[src/rtl/uirq_pkg.sv]
package uirq_pkg;
  // Priority ranks, 0 = highest
  localparam int unsigned NSRC      = 4;
  localparam int unsigned RANK_LINE = 0;
  localparam int unsigned RANK_RXD  = 1;
  localparam int unsigned RANK_TXE  = 2;
  localparam int unsigned RANK_MDM  = 3;

  // Enable-register bit positions (software-visible)
  localparam int unsigned EN_RXD  = 0;
  localparam int unsigned EN_TXE  = 1;
  localparam int unsigned EN_LINE = 2;
  localparam int unsigned EN_MDM  = 3;
  localparam int unsigned EN_PD   = 5;

  // Identification code of a rank: highest rank gets the largest code
  function automatic logic [2:0] rank_code(input int unsigned rank);
    return 3'(NSRC - 1 - rank);
  endfunction
endpackage

[src/rtl/uirq_enable_reg.sv]
module uirq_enable_reg #(
  parameter int unsigned DATA_W = 8,
  parameter int unsigned MASK_W = 4,
  parameter int unsigned PD_BIT = 5
) (
  input  logic              clk,
  input  logic              rst_n,
  input  logic              wr,
  input  logic [DATA_W-1:0] wdata,
  output logic [MASK_W-1:0] mask,
  output logic              pd_en,
  output logic [DATA_W-1:0] rdata
);
  logic [MASK_W-1:0] mask_q;
  logic              pd_q;

  always_ff @(posedge clk or negedge rst_n) begin
    if (!rst_n) begin
      mask_q <= '0;
      pd_q   <= 1'b0;
    end else if (wr) begin
      mask_q <= wdata[MASK_W-1:0];
      pd_q   <= wdata[PD_BIT];
    end
  end

  always_comb begin
    rdata                = '0;
    rdata[MASK_W-1:0]    = mask_q;
    rdata[PD_BIT]        = pd_q;
  end

  assign mask  = mask_q;
  assign pd_en = pd_q;

  AST_IER_WRITE_STICKS: assert property (@(posedge clk) disable iff (!rst_n)
    wr |=> (rdata[MASK_W-1:0] == $past(wdata[MASK_W-1:0])) && (rdata[PD_BIT] == $past(wdata[PD_BIT])));
endmodule

[src/rtl/uirq_txe_latch.sv]
module uirq_txe_latch (
  input  logic clk,
  input  logic rst_n,
  input  logic tx_empty,
  input  logic thr_wr,
  input  logic ack,
  output logic pend
);
  logic prev_q, pend_q, set_ev;

  assign set_ev = tx_empty & ~prev_q;

  always_ff @(posedge clk or negedge rst_n) begin
    if (!rst_n) begin
      prev_q <= 1'b1;
      pend_q <= 1'b0;
    end else begin
      prev_q <= tx_empty;
      pend_q <= set_ev | (pend_q & ~(thr_wr | ack));
    end
  end

  assign pend = pend_q;

  AST_TXE_CLEARED_BY_WRITE: assert property (@(posedge clk) disable iff (!rst_n)
    (thr_wr && !set_ev) |=> !pend);
endmodule

[src/rtl/uirq_delta_latch.sv]
module uirq_delta_latch #(
  parameter int unsigned W = 4
) (
  input  logic         clk,
  input  logic         rst_n,
  input  logic [W-1:0] pulse_in,
  input  logic         clr,
  output logic [W-1:0] flags
);
  logic [W-1:0] flags_q;

  always_ff @(posedge clk or negedge rst_n) begin
    if (!rst_n) flags_q <= '0;
    else        flags_q <= (clr ? '0 : flags_q) | pulse_in;
  end

  assign flags = flags_q;

  AST_DELTA_READ_CLEARS: assert property (@(posedge clk) disable iff (!rst_n)
    (clr && pulse_in == '0) |=> (flags == '0));
endmodule

[src/rtl/uirq_prio.sv]
module uirq_prio #(
  parameter int unsigned N      = 4,
  parameter int unsigned CODE_W = 3
) (
  input  logic              clk,
  input  logic              rst_n,
  input  logic [N-1:0]      req,
  output logic [N-1:0]      grant,
  output logic              any,
  output logic [CODE_W-1:0] code
);
  logic [N:0] higher;

  assign higher[0] = 1'b0;
  for (genvar i = 0; i < N; i++) begin : g_rank
    assign grant[i]    = req[i] & ~higher[i];
    assign higher[i+1] = higher[i] | req[i];
  end
  assign any = higher[N];

  always_comb begin
    code = '0;
    for (int i = 0; i < N; i++) begin
      if (grant[i]) code = CODE_W'(N - 1 - i);
    end
  end

  AST_ONE_GRANT: assert property (@(posedge clk) disable iff (!rst_n)
    $onehot0(grant));
  AST_GRANT_IFF_REQ: assert property (@(posedge clk) disable iff (!rst_n)
    (req != '0) |-> (grant != '0));
endmodule

[src/rtl/uirq_ctrl.sv]
module uirq_ctrl #(
  parameter int unsigned DATA_W  = 8,
  parameter int unsigned DELTA_W = 4
) (
  input  logic               clk,
  input  logic               rst_n,
  input  logic               ier_wr,
  input  logic [DATA_W-1:0]  wdata,
  output logic [DATA_W-1:0]  ier_rdata,
  input  logic               iir_rd,
  output logic [DATA_W-1:0]  iir_rdata,
  input  logic               thr_wr,
  input  logic               msr_rd,
  input  logic               fifo_en,
  input  logic               mcr_pd,
  input  logic               rx_avail,
  input  logic               line_err,
  input  logic               tx_empty,
  input  logic [DELTA_W-1:0] modem_delta_in,
  output logic [DELTA_W-1:0] msr_delta,
  output logic               irq,
  output logic               polled_mode,
  output logic               pd_active
);
  import uirq_pkg::*;

  localparam int unsigned CODE_W = 3;
  localparam int unsigned MASK_W = NSRC;

  logic [MASK_W-1:0] mask;
  logic              pd_en;
  logic              txe_pend, txe_ack;
  logic [NSRC-1:0]   req, grant;
  logic              any;
  logic [CODE_W-1:0] code;

  uirq_enable_reg #(.DATA_W(DATA_W), .MASK_W(MASK_W), .PD_BIT(EN_PD)) u_en (
    .clk(clk), .rst_n(rst_n), .wr(ier_wr), .wdata(wdata),
    .mask(mask), .pd_en(pd_en), .rdata(ier_rdata)
  );

  uirq_txe_latch u_txe (
    .clk(clk), .rst_n(rst_n), .tx_empty(tx_empty), .thr_wr(thr_wr),
    .ack(txe_ack), .pend(txe_pend)
  );

  uirq_delta_latch #(.W(DELTA_W)) u_dlt (
    .clk(clk), .rst_n(rst_n), .pulse_in(modem_delta_in), .clr(msr_rd),
    .flags(msr_delta)
  );

  always_comb begin
    req            = '0;
    req[RANK_LINE] = line_err   & mask[EN_LINE];
    req[RANK_RXD]  = rx_avail   & mask[EN_RXD];
    req[RANK_TXE]  = txe_pend   & mask[EN_TXE];
    req[RANK_MDM]  = (|msr_delta) & mask[EN_MDM];
  end

  uirq_prio #(.N(NSRC), .CODE_W(CODE_W)) u_prio (
    .clk(clk), .rst_n(rst_n), .req(req), .grant(grant), .any(any), .code(code)
  );

  assign txe_ack     = iir_rd & grant[RANK_TXE];
  assign polled_mode = fifo_en & (mask == '0);
  assign irq         = any & ~polled_mode;
  assign pd_active   = pd_en & mcr_pd;

  always_comb begin
    iir_rdata                 = '0;
    iir_rdata[0]              = ~any;
    iir_rdata[CODE_W:1]       = code;
    iir_rdata[DATA_W-1]       = fifo_en;
    iir_rdata[DATA_W-2]       = fifo_en;
  end

  AST_IRQ_SHOWS_IN_IIR: assert property (@(posedge clk) disable iff (!rst_n)
    irq |-> !iir_rdata[0]);
  AST_POLLED_QUIET: assert property (@(posedge clk) disable iff (!rst_n)
    polled_mode |-> (!irq && iir_rdata[0]));
  AST_PD_NEEDS_BOTH: assert property (@(posedge clk) disable iff (!rst_n)
    pd_active |-> (mcr_pd && ier_rdata[EN_PD]));
  AST_TXE_ACK_CLEARS: assert property (@(posedge clk) disable iff (!rst_n)
    (iir_rd && iir_rdata[3:1] == 3'b001 && !iir_rdata[0] && !(tx_empty && !$past(tx_empty)))
      |=> !u_txe.pend);
endmodule

[config.mk]
export PLATFORM = sky130hd
export DESIGN_NAME = uirq_ctrl
export DESIGN_NICKNAME = d
export VERILOG_FILES = /design/src/rtl/uirq_pkg.sv /design/src/rtl/uirq_enable_reg.sv /design/src/rtl/uirq_txe_latch.sv /design/src/rtl/uirq_delta_latch.sv /design/src/rtl/uirq_prio.sv /design/src/rtl/uirq_ctrl.sv
export SDC_FILE = /design/constraint.sdc
export NUM_CORES = 1
export LEC_CHECK = 0
export ABC_AREA = 0
export BUFFER_PORTS_ARGS = -buffer_cell sky130_fd_sc_hd__buf_2
export CORE_MARGIN = 2
export CORE_UTILIZATION = 35
export DETAILED_ROUTE_END_ITERATION = 8
export PLACE_DENSITY = 0.75
export SETUP_SLACK_MARGIN = 0.02
export SYNTH_ARGS = -nofsm -noshare
export SYNTH_HDL_FRONTEND = slang
export SYNTH_SLANG_ARGS = --single-unit
[constraint.sdc]
create_clock -name clk -period 1.55 [get_ports clk]
set_input_delay 0.0775 -clock clk [delete_from_list [all_inputs] [get_ports clk]]
set_output_delay 0.0775 -clock clk [all_outputs]
set_load 0.01 [all_outputs]
======== Word level (Yosys, flattened, before mapping) ========
Cells that the tools add are included.
W data, S select, Z words.
operators by class
  divide/modulo/power cells ............... 0
  bitwise operators ....................... 26
  eq/ne operators ......................... 0
  reduce and logical (&&, ||, !) cells .... 2
  multiplexer cells ....................... 5
  shift operators ......................... 0
  $lt $le $gt $ge ......................... 0
  $add $sub $neg .......................... 0
  multiply operators ...................... 0
operators by type and width
  operator          count
  $and A1 B1 Y1     13
  $mux W3           3
  $not A1 Y1        7
  $or A1 B1 Y1      5
  $logic_not A4 Y1  1
  $mux W4           1
  $or A4 B4 Y4      1
  $reduce_or A4 Y1  1
  $mux W2           1
storage, ports and cells
  memory bits (writable) .................. 0
  latch bits .............................. 0
  logic and storage cells ................. 38
  memories kept ........................... 0
  bits in registers ....................... 11
  bits in read-only memories .............. 0
  input port bits ......................... 23

======== Depth between registers and ports, before layout ========
  word-level depth ........................ 9
  depth in mapped cells ................... 3

======== Cells and area by module ========
A second synthesis with hierarchy kept.
unflattened totals
  cells, all modules ...................... 60
  area total of the unflattened synthesis .. 618.1 sq um
by module, submodules not included
  module            times used  cells each  area each (sq um)
  uirq_enable_reg   1           19          245.2
  uirq_delta_latch  1           9           133.9
  uirq_ctrl         1           16          100.1
  uirq_txe_latch    1           5           75.1
  uirq_prio         1           11          63.8

======== Worst setup path before layout ========
OpenSTA, ideal clock, no wires.
  path kind ............................... register to output
  from .................................... register u_dlt.flags_q[0] (netlist: u_dlt.flags[0])
  to ...................................... output iir_rdata[0]
  arrival time ............................ 1.375 ns
  path slack .............................. 0.098 ns
  cell stages (with the launch flop) ...... 4
  cells stage by stage .................... dfrtp_1 > or4_1 > a221o_1 > inv_1
between the ends
  longest elaborated chain between the ends .. 4
RTL lines
  item                      RTL line                text
  start: declaration        uirq_delta_latch.sv:10  logic [W-1:0] flags_q;
  start signal: assignment  uirq_delta_latch.sv:14  else flags_q <= (clr ? '0 : flags_q) | pulse_in;
  $reduce_or A4 Y1          uirq_ctrl.sv:57         req[RANK_MDM] = (|msr_delta) & mask[EN_MDM];
  $and A1 B1 Y1             uirq_ctrl.sv:57
  $or A1 B1 Y1              uirq_prio.sv:17         assign higher[i+1] = higher[i] | req[i];
  $not A1 Y1                uirq_ctrl.sv:71         iir_rdata[0] = ~any;
  end: declaration          uirq_ctrl.sv:11         output logic [DATA_W-1:0] iir_rdata,
No other way between the ends.

======== Final worst setup path ========
Ends and elaborated chain as after synthesis.

==> flow_metrics.py <==
metrics = {
    "run_status": {
        "status": "complete, but fails checks",
        "violations": "negative setup slack",
    },
    "detailed_routing": {
        "ant_nets": 0,
        "first_pass_iters": 2,
        "vias": 477,
        "vias_per_cell": 4.543,
        "routedWlPerCell_microns": 10.07,
        "routed_wl_microns": 1057,
        "drcViolationCount": 0,
        "drt_iter0_markers": 1,
    },
    "sta": {
        "grt_setup_unrepaired": "yes",
        "worst_slack_ns": -0.1874,
        "skew_ns": 0.003589,
        "min_period_ns": 1.737,
        "finalSetupViolCount": 2,
        "report.final.slew_viol_count": 0,
        "finalCritPeriodShare_pct": 112.1,
        "fin_setup_tns_ns": -0.3475,
        "holdWs_ns": 0.04339,
        "hold_viol": 0,
        "fmax_mhz": 575.6,
    },
    "synth": {
        "synth_cells": 46,
        "async_reset_ff_share_pct": 100.0,
        "ys_ff_latch": 11,
        "synth_common_cells": "dfrtp_1 (10), buf_4 (9), mux2_2 (5)",
        "synthDominantCellAreaShare_pct": 47.73,
        "syn_area_per_cell_sq_um": 11.40,
        "yosys_warnings": 0,
        "yosysSeqAreaShare_pct": 52.74,
        "synth_area_leader_cell": "dfrtp_1",
        "synth_area_sq_um": 524.3,
        "ys_types": 17,
        "synthTopCellsByArea": "dfrtp_1 (48%), buf_4 (13%), mux2_2 (11%)",
        "ys.flop_type": "dfrtp_1",
        "synth-edff-count": 0,
        "yosysMostFrequentCell": "dfrtp_1",
    },
    "setup_path": {
        "worst-r2r-cell-count": 3,
        "cp-end-kind": "output port",
        "cp.required_ns": 1.47,
        "critical_path_class": "reg2out",
        "r2r_start": "u_en.mask[2]",
        "crit_fanout": 2,
        "critPathArrivalTime_ns": 1.66,
        "r2r-end": "u_txe.pend",
        "r2r_slack_ns": 0.52,
        "worst_setup_path_start_kind": "register",
    },
    "grt": {
        "grt_max_degree": 12,
        "grtUsageTotal_pct": 12.07,
        "grt_pass1_wl_microns": 1704,
        "grt_pass1_vias": 441,
        "antenna_found_initial": 0,
        "overflow": 0,
    },
    "floorplanning": {
        "fp.dieW_microns": 42.70,
        "io_pins": 46,
        "num_rows": 13,
        "initial_core_util_pct": 38.83,
        "dieArea_sq_mm": 0.001823,
        "fp.coreArea_sq_mm": 0.001350,
        "die_y_microns": 42.70,
    },
    "placed_design": {
        "pre_cts_slack_ns": 0.05162,
        "placed_cell_area_sq_um": 674.4,
        "io_buffers": 36,
        "gp_congestion": 0.6598,
        "dp_hpwl_microns": 813.3,
    },
    "cts": {
        "cts_buffers": 3,
        "cts_max_level": 1,
        "cts.clk_slew.worst_paths_ns": 0.07,
        "cts_root_buf": "clkbuf_4",
        "cts_sinks": 11,
        "cts_max_path_buffers": 2,
        "cts_tree": "built",
        "clock_latency_ns": 0.26,
    },
    "finish": {
        "layout-drive-gt1-share_pct": 54.44,
        "antenna-diode-count": 0,
        "final_area_sq_um": 779.5,
        "area_growth_pct": 48.69,
        "nNetsFinal": 114,
    },
    "power_and_ir_drop": {
        "leakage_uw": 0.0004217,
        "power_density_mw_per_mm2": 864.1,
        "vdd_drop_max_mv": 0.4952,
        "total_power_uw": 673.5,
    },
    "hold_path": {
        "min_to": "u_en.pd_en",
        "hp-class": "in2reg",
        "whs_path_depth": 2,
        "worstHoldStart": "wdata[5]",
    },
    "flow_run": {
        "drv_cap": 0,
    },
}
[per-stage QoR]
| stage | utilization, % | std cells |
|---|---|---|
| 2_1_floorplan | - | 51 |
| 3_3_place_gp | 49.95 | 93 |
| 3_5_place_dp | 49.95 | 93 |
| 4_1_cts | 57.74 | 105 |
| 5_1_grt | 57.74 | 105 |
| 6_report | 57.74 | 105 |
[power breakdown]
part | leakage (uW) | internal [uW] | switching (uW)
Sequential | 0.000124 | 312 | 19.9
Clock | 0.0000150 | 99.3 | 86.8
Combinational | 0.000282 | 83.6 | 71.8
Total | 0.000422 | 495 | 179
[layout make-up]
cell class / instances / area [sq um]
fillers: 134 / 570.5
well taps: 15 / 18.77
clock buffers: 4 / 26.28
flip-flops and latches: 11 / 276.5
multi-input cells: 28 / 191.4
repair buffers: 44 / 255.2
inverters: 3 / 11.26
[worst max path at each step]
stage | start | end | slack (ns) | depth (start not counted)
detailed placement | u_dlt.flags[0] | iir_rdata[0] | 0.05 | 4
global route | u_dlt.flags[0] | iir_rdata[0] | -0.25 | 4
finish | u_dlt.flags[0] | iir_rdata[0] | -0.19 | 4
global placement | u_dlt.flags[0] | iir_rdata[0] | 0.09 | 4
CTS | u_dlt.flags[0] | iir_rdata[0] | -0.21 | 4
floorplan | u_dlt.flags[0] | iir_rdata[0] | 0.1 | 3
[worst max-delay path, cell delays in order (launching register included)]
cell	delay, ns
dfrtp_1	0.38
or4_4	0.53
a221o_1	0.32
inv_1	0.05
buf_2	0.12
[logic make-up after synthesis]
kind of cell	count (synthesis)	share of synthesized area [%]
and+or+nand+nor	8	8.355
buffers and inverters	12	15.03
muxes	5	10.74
other	1	0.7153
AOI/OAI and AO/OA	9	12.41
DFF	11	52.75
[state kept, by name, summed over array words and instances (netlist names)]
signal / cells
u_dlt.flags: 4
u_en.mask: 4
u_en.pd_en: 1
u_txe.pend: 1
u_txe.prev_q: 1
[cell usage in the layout, fill, tap and decap left out]
cell type	n
conb_1	6
o21ai_1	2
nand2_1	3
nor4_1	1
a221o_1	1
a21o_2	1
dlygate4sd3_1	6
a22o_1	1
or4_4	1
a21o_1	3
buf_4	2
clkbuf_4	3
clkbuf_1	1
inv_1	3
o21ai_0	1
dfrtp_1	10
mux2_2	5
and2_1	2
nor2b_1	1
dfstp_2	1
buf_2	36
[routing by layer]
layer  vias to the layer above  GRT usage (%)  wire length [microns]
li1                        228              -                      -
met1                       216          13.98                    411
met2                        33          20.91                    507
met3                         0          3.830                    138
met4                         0          3.750                      0
met5                         -              0                      0
[repair_timing]
item | CTS | global route
buffers inserted | 2 | 0
resized for setup | 1 | 0
hold buffers | 6 | 0
endpoints found under the hold margin | 16 | 0
setup endpoints to repair | 2 | 2
No activity file was read; power rests on OpenSTA's default activity.
